===== config.mk =====
export PLATFORM = sky130hd
export DESIGN_NAME = burst_col_seq
export DESIGN_NICKNAME = d
export VERILOG_FILES = /design/src/rtl/burst_seq_pkg.sv /design/src/rtl/burst_mode_dec.sv /design/src/rtl/burst_addr_gen.sv /design/src/rtl/burst_col_seq.sv
export SDC_FILE = /design/constraint.sdc
export NUM_CORES = 1
export LEC_CHECK = 0
export ABC_CLOCK_PERIOD_IN_PS = 2640
export BUFFER_PORTS_ARGS = -buffer_cell sky130_fd_sc_hd__buf_2
export CAP_MARGIN = 20
export CORE_MARGIN = 2
export CORE_UTILIZATION = 55
export DETAILED_ROUTE_END_ITERATION = 7
export PLACE_DENSITY = 0.85
export SLEW_MARGIN = 15
export SYNTH_ARGS = -nofsm -noshare
export SYNTH_HDL_FRONTEND = slang
export SYNTH_HIERARCHICAL = 1
export SYNTH_SLANG_ARGS = --single-unit

===== constraint.sdc =====
create_clock -name clk -period 2.64 [get_ports clk]
set_input_delay 0.132 -clock clk [delete_from_list [all_inputs] [get_ports clk]]
set_output_delay 0.132 -clock clk [all_outputs]
set_load 0.03 [all_outputs]

===== src/rtl/burst_seq_pkg.sv =====
package burst_seq_pkg;

    localparam int unsigned LEN_CODE_W = 3;

    typedef enum logic [LEN_CODE_W-1:0] {
        LC_ONE  = 3'b000,
        LC_TWO  = 3'b001,
        LC_FOUR = 3'b010,
        LC_EGHT = 3'b011,
        LC_ROW  = 3'b111
    } len_code_e;

endpackage


===== src/rtl/burst_mode_dec.sv =====
module burst_mode_dec
    import burst_seq_pkg::*;
#(
    parameter int unsigned COL_W = 8
) (
    input  logic [LEN_CODE_W-1:0] code_i,
    input  logic                  ilv_i,
    output logic [COL_W-1:0]      wrap_mask_o,
    output logic                  row_mode_o,
    output logic                  reserved_o
);

    always_comb begin
        wrap_mask_o = '0;
        row_mode_o  = 1'b0;
        reserved_o  = 1'b0;
        case (code_i)
            LC_ONE:  wrap_mask_o = COL_W'(0);
            LC_TWO:  wrap_mask_o = COL_W'(1);
            LC_FOUR: wrap_mask_o = COL_W'(3);
            LC_EGHT: wrap_mask_o = COL_W'(7);
            LC_ROW: begin
                if (ilv_i) begin
                    reserved_o = 1'b1;
                end else begin
                    wrap_mask_o = '1;
                    row_mode_o  = 1'b1;
                end
            end
            default: reserved_o = 1'b1;
        endcase
    end

    // a reserved code never yields a multi-beat window
    always_comb begin
        a_r6_reserved_single: assert (!reserved_o || (wrap_mask_o == '0 && !row_mode_o));
    end

endmodule


===== src/rtl/burst_addr_gen.sv =====
module burst_addr_gen #(
    parameter int unsigned COL_W = 8
) (
    input  logic [COL_W-1:0] base_i,
    input  logic [COL_W-1:0] beat_i,
    input  logic [COL_W-1:0] wrap_mask_i,
    input  logic             ilv_i,
    output logic [COL_W-1:0] addr_o
);

    logic [COL_W-1:0] sum;

    // Carries leaving the masked window are discarded bit by bit below.
    assign sum = base_i + beat_i;

    generate
        for (genvar b = 0; b < COL_W; b++) begin : g_bit
            logic inner;
            assign inner     = ilv_i ? (base_i[b] ^ beat_i[b]) : sum[b];
            assign addr_o[b] = wrap_mask_i[b] ? inner : base_i[b];
        end
    endgenerate

endmodule


===== src/rtl/burst_col_seq.sv =====
module burst_col_seq
    import burst_seq_pkg::*;
#(
    parameter int unsigned COL_W = 8
) (
    input  logic                  clk,
    input  logic                  rst_n,
    input  logic                  start,
    input  logic [COL_W-1:0]      start_col,
    input  logic [LEN_CODE_W-1:0] len_code,
    input  logic                  ilv,
    input  logic                  stop,
    input  logic                  hold,
    output logic [COL_W-1:0]      col_addr,
    output logic                  beat_valid,
    output logic                  last_beat,
    output logic                  mode_err
);

    typedef struct packed {
        logic             active;
        logic             ilv;
        logic             row;
        logic             err;
        logic [COL_W-1:0] base;
        logic [COL_W-1:0] cnt;
        logic [COL_W-1:0] mask;
    } seq_state_t;

    seq_state_t st_d, st_q;

    logic [COL_W-1:0] dec_mask;
    logic             dec_row;
    logic             dec_res;
    logic             final_q;

    burst_mode_dec #(.COL_W(COL_W)) u_dec (
        .code_i      (len_code),
        .ilv_i       (ilv),
        .wrap_mask_o (dec_mask),
        .row_mode_o  (dec_row),
        .reserved_o  (dec_res)
    );

    burst_addr_gen #(.COL_W(COL_W)) u_gen (
        .base_i      (st_q.base),
        .beat_i      (st_q.cnt),
        .wrap_mask_i (st_q.mask),
        .ilv_i       (st_q.ilv),
        .addr_o      (col_addr)
    );

    // Finite bursts end when the beat index reaches the window mask (length - 1).
    assign final_q = !st_q.row && (st_q.cnt == st_q.mask);

    always_comb begin
        st_d = st_q;
        if (!hold) begin
            if (start) begin
                st_d.active = 1'b1;
                st_d.base   = start_col;
                st_d.cnt    = '0;
                st_d.mask   = dec_mask;
                st_d.ilv    = ilv;
                st_d.row    = dec_row;
                st_d.err    = dec_res;
            end else if (st_q.active) begin
                if (stop || final_q) begin
                    st_d.active = 1'b0;
                end else begin
                    st_d.cnt = st_q.cnt + COL_W'(1);
                end
            end
        end
    end

    always_ff @(posedge clk or negedge rst_n) begin
        if (!rst_n) begin
            st_q <= '0;
        end else begin
            st_q <= st_d;
        end
    end

    assign beat_valid = st_q.active;
    assign last_beat  = st_q.active && final_q;
    assign mode_err   = st_q.active && st_q.err;

    // the flags only ever qualify a live beat
    a_r1_flags_need_beat: assert property (@(posedge clk) disable iff (!rst_n)
        (last_beat || mode_err) |-> beat_valid);

    // the first beat follows an accepted command and carries its column
    a_r11_first_beat: assert property (@(posedge clk) disable iff (!rst_n)
        (start && !hold) |=> (beat_valid && col_addr == $past(start_col)));

    // the burst closes after its final beat
    a_r7_last_closes: assert property (@(posedge clk) disable iff (!rst_n)
        (last_beat && !start && !hold) |=> !beat_valid);

    // a stop ends the running burst on the next edge
    a_r8_stop_ends: assert property (@(posedge clk) disable iff (!rst_n)
        (beat_valid && stop && !start && !hold) |=> !beat_valid);

    // suspend freezes the visible sequence
    a_r9_hold_freezes: assert property (@(posedge clk) disable iff (!rst_n)
        hold |=> ($stable(beat_valid) && $stable(col_addr) && $stable(last_beat)));

    // a reserved code produces exactly one beat
    a_r6_err_one_beat: assert property (@(posedge clk) disable iff (!rst_n)
        mode_err |-> last_beat);

endmodule


; After elaboration in Yosys (flattened, before gate mapping)
; Index checks and enable logic that the tools add are counted.
[totals]
elab_cells = 62
regBits = 28
in_bits = 17
[op_classes]
n_reduce_logical = 10
eq_ne = 6
bitwise_logic = 9
add_sub_neg = 2
muxes = 28
[op_table]
columns = cell, n
row1 = 8-bit two-way mux, 4
row2 = 8-bit one-hot mux with 4 select lines, 1
row3 = 1-bit two-way mux, 22
row4 = "8-bit by 1-bit adder with 8-bit output, second input constant", 1
row5 = 8-bit adder, 1
row6 = 8-bit equality test, 1
row7 = 1-bit XOR, 8
row8 = "3-bit by 2-bit equality test with 1-bit output, second input constant", 2
row9 = 4-bit OR reduction, 1
row10 = "3-bit by 1-bit equality test with 1-bit output, second input constant", 1
row11 = "3-bit equality test, second input constant", 1
row12 = 1-bit logical AND, 3
row13 = 3-bit logical NOT, 1
row14 = 3-bit AND reduction, 1
row15 = "2-bit != test, second input constant", 1
row16 = 1-bit one-hot mux with 2 select lines, 1
row17 = 2-bit AND reduction, 1
row18 = 2-bit nonzero test, 1
row19 = 1-bit logical NOT, 1
row20 = 1-bit logical OR, 1
row21 = 1-bit inverter, 1

; Longest topological paths before layout
; Gate-level depths: netlist of the first run.
[logic_depth]
ltp_word = 6
mapped_depth = 8
ltp_nobuf = 8

; Hierarchy
; The synthesis of the first run kept the hierarchy.
[modules_own_cells]
columns = mod, cells_per_inst, area_per_inst_um2, seq_area_each_um2, instances
row1 = burst_col_seq, 111, 1340.0, 700.7, 1
row2 = burst_addr_gen, 61, 417.9, 0.0, 1
row3 = burst_mode_dec, 13, 90.1, 0.0, 1

; Worst setup path after synthesis of the first run
; Ideal clock, no wire load.
[synth_timing]
path_type = register -> output
start = reg st_q[8] in the netlist's numbering
end = out col_addr[4]
setup_slack_ns = 0.379
path_buffers = 0
path_stages_with_launch = 8
arrival_time_ns = 2.129
path_cell_list = dfrtp_1 -> ha_1 -> inv_1 -> fa_1 -> or2b_1 -> a211oi_1 -> xnor2_1 -> a21oi_1
[synth_between]
elab_chain_len = 3
[synth_rtl]
columns = element, line
row1 = "start, declared", burst_col_seq.sv:30  ; seq_state_t st_d, st_q;
row2 = "start signal, assigned", burst_col_seq.sv:81  ; st_q <= st_d;
row3 = 8-bit adder, burst_addr_gen.sv:14  ; assign sum = base_i + beat_i;
row4 = 1-bit two-way mux, burst_addr_gen.sv:19  ; assign inner = ilv_i ? (base_i[b] ^ beat_i[b]) : sum[b];
row5 = 1-bit two-way mux, burst_addr_gen.sv:20  ; assign addr_o[b] = wrap_mask_i[b] ? inner : base_i[b];
row6 = "end, declared", burst_col_seq.sv:14  ; output logic [COL_W-1:0] col_addr,
; Every way passes these cells.

; Final worst setup path of the first run
[layout_timing]
start = reg st_q[9] in the netlist's numbering
end = out col_addr[7]
; The elaborated chain is that of the path after synthesis.

==> flow_summary_export.csv, run 1 <==
group,metric,value,unit
outcome,run_status,"completed",
grt,antenna_found_initial,0,
route,ant_nets,0,
clock_tree,clk_pin_slew_worst_paths,0.15,ns
pwr,leakagePower,0.0009416,uW
route,drcViolationCount,0,
logic_synthesis,syn-instance-count,185,
placement,dp_hpwl,2.608,mm
die,dieArea,3840,sq um
route,routedWlPerCell,14.59,um
critical_path,slowest_stage,"or4_4",
critical_path,cp-startpoint,"st_q[9]",
critical_path,reg2reg_depth,6,
grt,grt_first_pass_wirelength,6.230,mm
route,wl,3.882,mm
timing,timing.final.crit_share,99.08,%
logic_synthesis,ys.flop_type,"dfrtp_1",
die,die_h,61.97,um
critical_path,crit_end,"col_addr[7]",
grt,grt_pass1_vias,1378,
die,boundaryPins,28,
die,die_w,61.97,um
clock_tree,root_buffer,"clkbuf_4",
clock_tree,cts_tree,"built",
critical_path,r2r_slack,0.29,ns
grt,track_usage,21.91,%
placement,io_buffers,27,
logic_synthesis,synth.yosys.seq_area_share,37.91,%
grt,overflow,0,
clock_tree,cts_htree_levels,1,
logic_synthesis,synth-seq-cells,28,
logic_synthesis,synth_xor_area_share,5.687,%
cells_and_area,synthToLayoutAreaGrowth,19.03,%
logic_synthesis,yosys_warnings,6,
logic_synthesis,synth_mux_area_share,13.41,%
grt,grt_max_degree,29,
critical_path,crit-reg2reg-launch,"st_q[9]",
logic_synthesis,synth_edf_count,0,
worst_hold_path,whs_path_depth,2,
logic_synthesis,yosys.cell_types.count,48,
placement,placed_area,1987,sq um
pwr,power,1410,uW
die,fp.coreArea,3284,sq um
timing,fin_worst_skew,0.006506,ns
logic_synthesis,synth_compound_area_share,13.34,%
critical_path,path_max_fanout,4,
cells_and_area,fin_area,2200,sq um
route,drt-initial-drc-count,112,
critical_path,arrival,2.48,ns
die,initial_core_util,56.27,%
timing,final_hold_viol_count,0,
critical_path,r2r-end,"st_q[8]",
timing,relSlewSlack,58.46,%
timing,worst_hold_slack,0.01015,ns
critical_path,cpPeakStageDelay,0.54,ns
logic_synthesis,synth_nets,211,
placement,place_congestion,0.9162,
critical_path,start_kind,"flip-flop",
timing,final.setup.worst_slack,0.02426,ns
pwr,ir_worst_vdd,291.7,uV
timing,max_freq,382.3,MHz
critical_path,path_cells,"ha_4 > a211oi_2 > o21bai_1 > a21oi_2 > o32a_1 > or4_4 > buf_6",
logic_synthesis,netlist_area,1848,sq um
logic_synthesis,synth-async-reset-ratio,100.0,%
timing,maxSlewViolCount,0,
route,routed-via-count,1480,
placement,post-place-ws,0.1639,ns
clock_tree,clk_latency,0.34,ns
critical_path,critPathRequiredTime,2.51,ns
pwr,power_density,641.1,nW/um^2
clock_tree,clockBufferDepth,2,
route,vias_per_cell,5.564,
cells_and_area,layout-drive-gt1-share,39.09,%
clock_tree,numCtsBuffers,3,
critical_path,endpoint_kind,"primary output",
cells_and_area,n_antenna_cell,0,
worst_hold_path,worstHoldPathType,"in2reg",
timing,finalCriticalPeriod,2.616,ns
critical_path,crit_type,"reg2out",
route,drt_pass1_iterations,4,
logic_synthesis,syn_avg_cell_area,9.989,sq um
cells_and_area,fin_nets,248,
cells_and_area,layout_common_cells,"25 x dfrtp_1, 25 x buf_2, 21 x mux2_2",
logic_synthesis,synth_top_family_by_area,"simple AND/OR/NAND/NOR gates",
job,maxCapViolations,0,
clock_tree,clock_sinks,28,
timing,finalSetupViolations,0,
logic_synthesis,yosys.area_share.simple,18.89,%
logic_synthesis,synth_fa_ha_area_share,6.500,%
die,rows,21,
timing,grt_setup_unrepaired,"true",
cells_and_area,fillCellCount,247,
timing,worstMarginPinSlew,0.6231,ns
metrics by stage:
stage	std cells	setup TNS [ns]	utilization (%)
final	266	0	66.97
after global routing	266	-0.1170	66.97
after CTS	261	0	64.38
after detailed placement	249	0	60.50
after global placement	249	0	60.50
after floorplan	185	0	-
critical path: cells and delay by family, from the launching register on:
family / cells / cell delay (ns)
buf+inv: 1 / 0.15
flops: 1 / 0.47
compound gates: 4 / 0.69
simple gates: 1 / 0.54
fa+ha+maj: 1 / 0.29
power breakdown:
| part | total (uW) | internal (uW) | leakage, uW | switching (uW) |
|---|---|---|---|---|
| logic | 657 | 318 | 0.000581 | 339 |
| registers | 573 | 491 | 0.000347 | 82.3 |
| clock network | 180 | 53.8 | 0.0000138 | 126 |
| total | 1410 | 863 | 0.000942 | 547 |
worst min-delay path by stage:
stage / startpoint / to / slack, ns
floorplan: rst_n / beat_valid / -0.16
global placement: rst_n / st_q[23] / 0.18
detailed placement: rst_n / st_q[23] / 0.19
CTS: start_col[3] / st_q[19] / 0.005
global route: start_col[3] / st_q[19] / 0.001
finish: start_col[3] / st_q[19] / 0.01
cell families after synthesis:
kind of cell             Yosys count
adder cells (fa/ha/maj)            9
AO/OA/AOI/OAI                     38
flip-flops                        28
AND/OR/NAND/NOR                   62
XOR/XNOR                          12
multiplexers                      22
buffers and inverters             14
routing by layer:
layer	vias up	track usage (%)	share of wire, %
met5	-	0	0
met4	0	5.775	1.2
li1	729	-	-
met1	716	30.46	47
met3	5	3.313	2.8
met2	30	35.71	49
final cells by class:
class | count | area (sq um) | area share, %
clock buffer | 3 | 22.52 | 1.024
sequential | 28 | 704.4 | 32.03
multi-input combinational | 143 | 1135 | 51.59
timing repair buffer | 42 | 265.3 | 12.06
tap | 46 | 57.56 | 2.617
inverter | 4 | 15.01 | 0.6826
state kept, by name, summed over array words and instances (netlist names):
name        count
beat_valid      1
st_q           27
synth_stat cells, drive strengths merged (4+ instances only):
library cell	number	share of area, %
buf	7	2.8
dfrtp	28	38
or3	5	1.8
nand2	15	3.0
nand3b	4	1.6
ha	8	5.4
nor2	16	3.2
nand3	4	1.1
inv	4	0.81
a21oi	7	1.9
xnor2	9	4.3
o21ai	11	3.0
mux2	22	13
o211ai	4	1.6
timing repair:
action	4_1_cts	5_1_grt
gates resized for setup	10	8
setup buffers	8	4
endpoints found under the hold margin	28	1
setup endpoints to repair	2	3
hold buffers	1	1
pin swaps	4	5
No activity file was read; power rests on OpenSTA's default activity.
==> inputs of run 2 (changes only) <==
--- a/config.mk
+++ b/config.mk
@@ -6,12 +6,12 @@
 export NUM_CORES = 1
 export LEC_CHECK = 0
 export ABC_CLOCK_PERIOD_IN_PS = 2640
-export BUFFER_PORTS_ARGS = -buffer_cell sky130_fd_sc_hd__buf_2
+export BUFFER_PORTS_ARGS = -buffer_cell sky130_fd_sc_hd__buf_4
 export CAP_MARGIN = 20
 export CORE_MARGIN = 2
 export CORE_UTILIZATION = 55
 export DETAILED_ROUTE_END_ITERATION = 7
-export PLACE_DENSITY = 0.85
+export PLACE_DENSITY_LB_ADDON = 0.05
 export SLEW_MARGIN = 15
 export SYNTH_ARGS = -nofsm -noshare
 export SYNTH_HDL_FRONTEND = slang
==> flow_summary_export.csv, run 2 (synthesis gave the netlist of run 1 again) <==
group,metric,value,unit
outcome,run_status,"completed",
timing,grt_setup_unrepaired,"true",
pwr,combPwrFrac,46.0,%
route,routedWlPerCell,15.36,um
critical_path,r2r_slack,0.30,ns
grt,grt_first_pass_wirelength,6.382,mm
clock_tree,cts_htree_levels,1,
clock_tree,clk_latency,0.33,ns
pwr,leakagePower,0.0009567,uW
route,wl,4.055,mm
critical_path,endpoint_kind,"primary output",
grt,grt_pass1_vias,1468,
die,initial_core_util,56.27,%
pwr,sequentialPowerShare,39.3,%
route,drcViolationCount,0,
die,fp.coreArea,3284,sq um
clock_tree,cts_tree,"built",
cells_and_area,largest_register,"st_q",
timing,finalCriticalPeriod,2.613,ns
route,vias_per_cell,5.720,
die,die_w,61.97,um
pwr,ir_worst_vdd,387.4,uV
critical_path,arrival,2.48,ns
cells_and_area,synthToLayoutAreaGrowth,21.67,%
placement,placed_area,2069,sq um
job,maxCapViolations,0,
cells_and_area,largest_reg_flops,27,
pwr,switchingPower,549.7,uW
cells_and_area,n_antenna_cell,0,
clock_tree,numCtsBuffers,3,
placement,io_buffers,27,
timing,worstMarginPinSlew,0.4029,ns
grt,track_usage,22.83,%
clock_tree,clockBufferDepth,2,
cells_and_area,seqCellArea,701.9,sq um
die,die_h,61.97,um
die,rows,21,
route,drt-initial-drc-count,49,
critical_path,crit-reg2reg-launch,"st_q[9]",
placement,dp_hpwl,2.929,mm
timing,relSlewSlack,72.45,%
route,ant_nets,0,
timing,fin_worst_skew,0.004520,ns
timing,maxSlewViolCount,0,
critical_path,critPathRequiredTime,2.51,ns
grt,antenna_found_initial,0,
cells_and_area,layout_common_cells,"36 x buf_4, 27 x dfrtp_1, 21 x mux2_2",
cells_and_area,fin_area,2248,sq um
cells_and_area,layout_commonest_cell,"buf_4",
critical_path,path_cells,"ha_2 > inv_2 > fa_2 > or2b_1 > a211oi_2 > a31oi_1 > xnor2_1 > mux2_4 > buf_6",
pwr,power.share.clock,14.7,%
clock_tree,clk_pin_slew_worst_paths,0.15,ns
cells_and_area,fin_nets,245,
critical_path,crit_end,"col_addr[6]",
clock_tree,root_buffer,"clkbuf_4",
cells_and_area,multi_input_area,1135,sq um
die,dieArea,3840,sq um
timing,final_hold_viol_count,0,
pwr,swShare,37.74,%
pwr,power_density,647.8,nW/um^2
critical_path,reg2reg_depth,6,
critical_path,cp-startpoint,"st_q[8]",
timing,timing.final.crit_share,98.96,%
timing,finalSetupViolations,0,
critical_path,path_max_fanout,2,
critical_path,crit_type,"reg2out",
critical_path,start_kind,"flip-flop",
timing,max_freq,382.8,MHz
critical_path,cpPeakStageDelay,0.39,ns
route,drt_pass1_iterations,5,
critical_path,slowest_stage,"dfrtp_1",
die,boundaryPins,28,
grt,overflow,0,
clock_tree,clock_sinks,28,
pwr,intPower,906.8,uW
worst_hold_path,worstHoldPathType,"in2reg",
cells_and_area,layout-drive-gt1-share,38.53,%
placement,place_congestion,0.8385,
route,routed-via-count,1510,
grt,grt_max_degree,29,
critical_path,r2r-end,"st_q[8]",
cells_and_area,fillCellCount,279,
cells_and_area,post-route-util,68.46,%
run 2: per-stage QoR:
step	setup slack (ns)	cells	total power [uW]	TNS (ns)	hold WS, ns
floorplan	0.3794	185	974.7	0	-0.1636
global placement	0.1770	251	1136	0	0.06920
detailed placement	0.09497	251	1156	0	0.07514
CTS	0.002667	262	1424	0	0.01689
global route	-0.05485	264	1547	-0.07194	0.01528
finish	0.02744	264	1456	0	0.01944
run 2: metal layers:
layer / up-vias / share of wire (%) / global-route usage (%) / routed length (um)
met1: 732 / 44 / 29.04 / 1782
met2: 46 / 51 / 39.73 / 2087
met4: 0 / 0.89 / 8.207 / 36
met5: - / 0 / 0 / 0
met3: 6 / 3.7 / 2.692 / 149
li1: 726 / - / - / -
run 2: cell type report:
class	count	share of cell area [%]
Multi-Input combinational cell	143	50.47
Sequential cell	28	31.22
Timing Repair Buffer	39	13.47
Tap cell	46	2.560
Clock buffer	4	1.614
Inverter	4	0.6678
run 2: what timing repair did:
action / in CTS / in global routing
endpoints found under the setup margin: 3 / 3
setup buffers: 6 / 2
gates resized for setup: 8 / 7
pin swaps: 3 / 10
hold buffers: 1 / 0
hold endpoints to repair: 28 / 0
run 2: worst min path at each step:
stage | start | to | depth (start not counted)
2_1_floorplan | rst_n | beat_valid | 0
3_3_place_gp | rst_n | st_q[22] | 1
5_1_grt | start_col[3] | st_q[19] | 2
4_1_cts | start_col[0] | st_q[16] | 2
3_5_place_dp | rst_n | st_q[22] | 1
6_report | start_col[0] | st_q[16] | 2
run 2: power groups by stage:
| stage | combinational [uW] | clock [uW] | sequential, uW |
|---|---|---|---|
| floorplan | 414 | 0 | 561 |
| global placement | 565 | 0 | 571 |
| detailed placement | 580 | 0 | 576 |
| CTS | 636 | 218 | 570 |
| global route | 734 | 229 | 583 |
| finish | 670 | 214 | 573 |
run 2: critical path: cells and delay by family, from the launching register on:
family	cells	cell delay [ns]
compound gates	2	0.41
xor+xnor	1	0.14
fa+ha+maj	2	0.52
buf+inv	2	0.18
flops	1	0.39
mux	1	0.26
simple gates	1	0.24
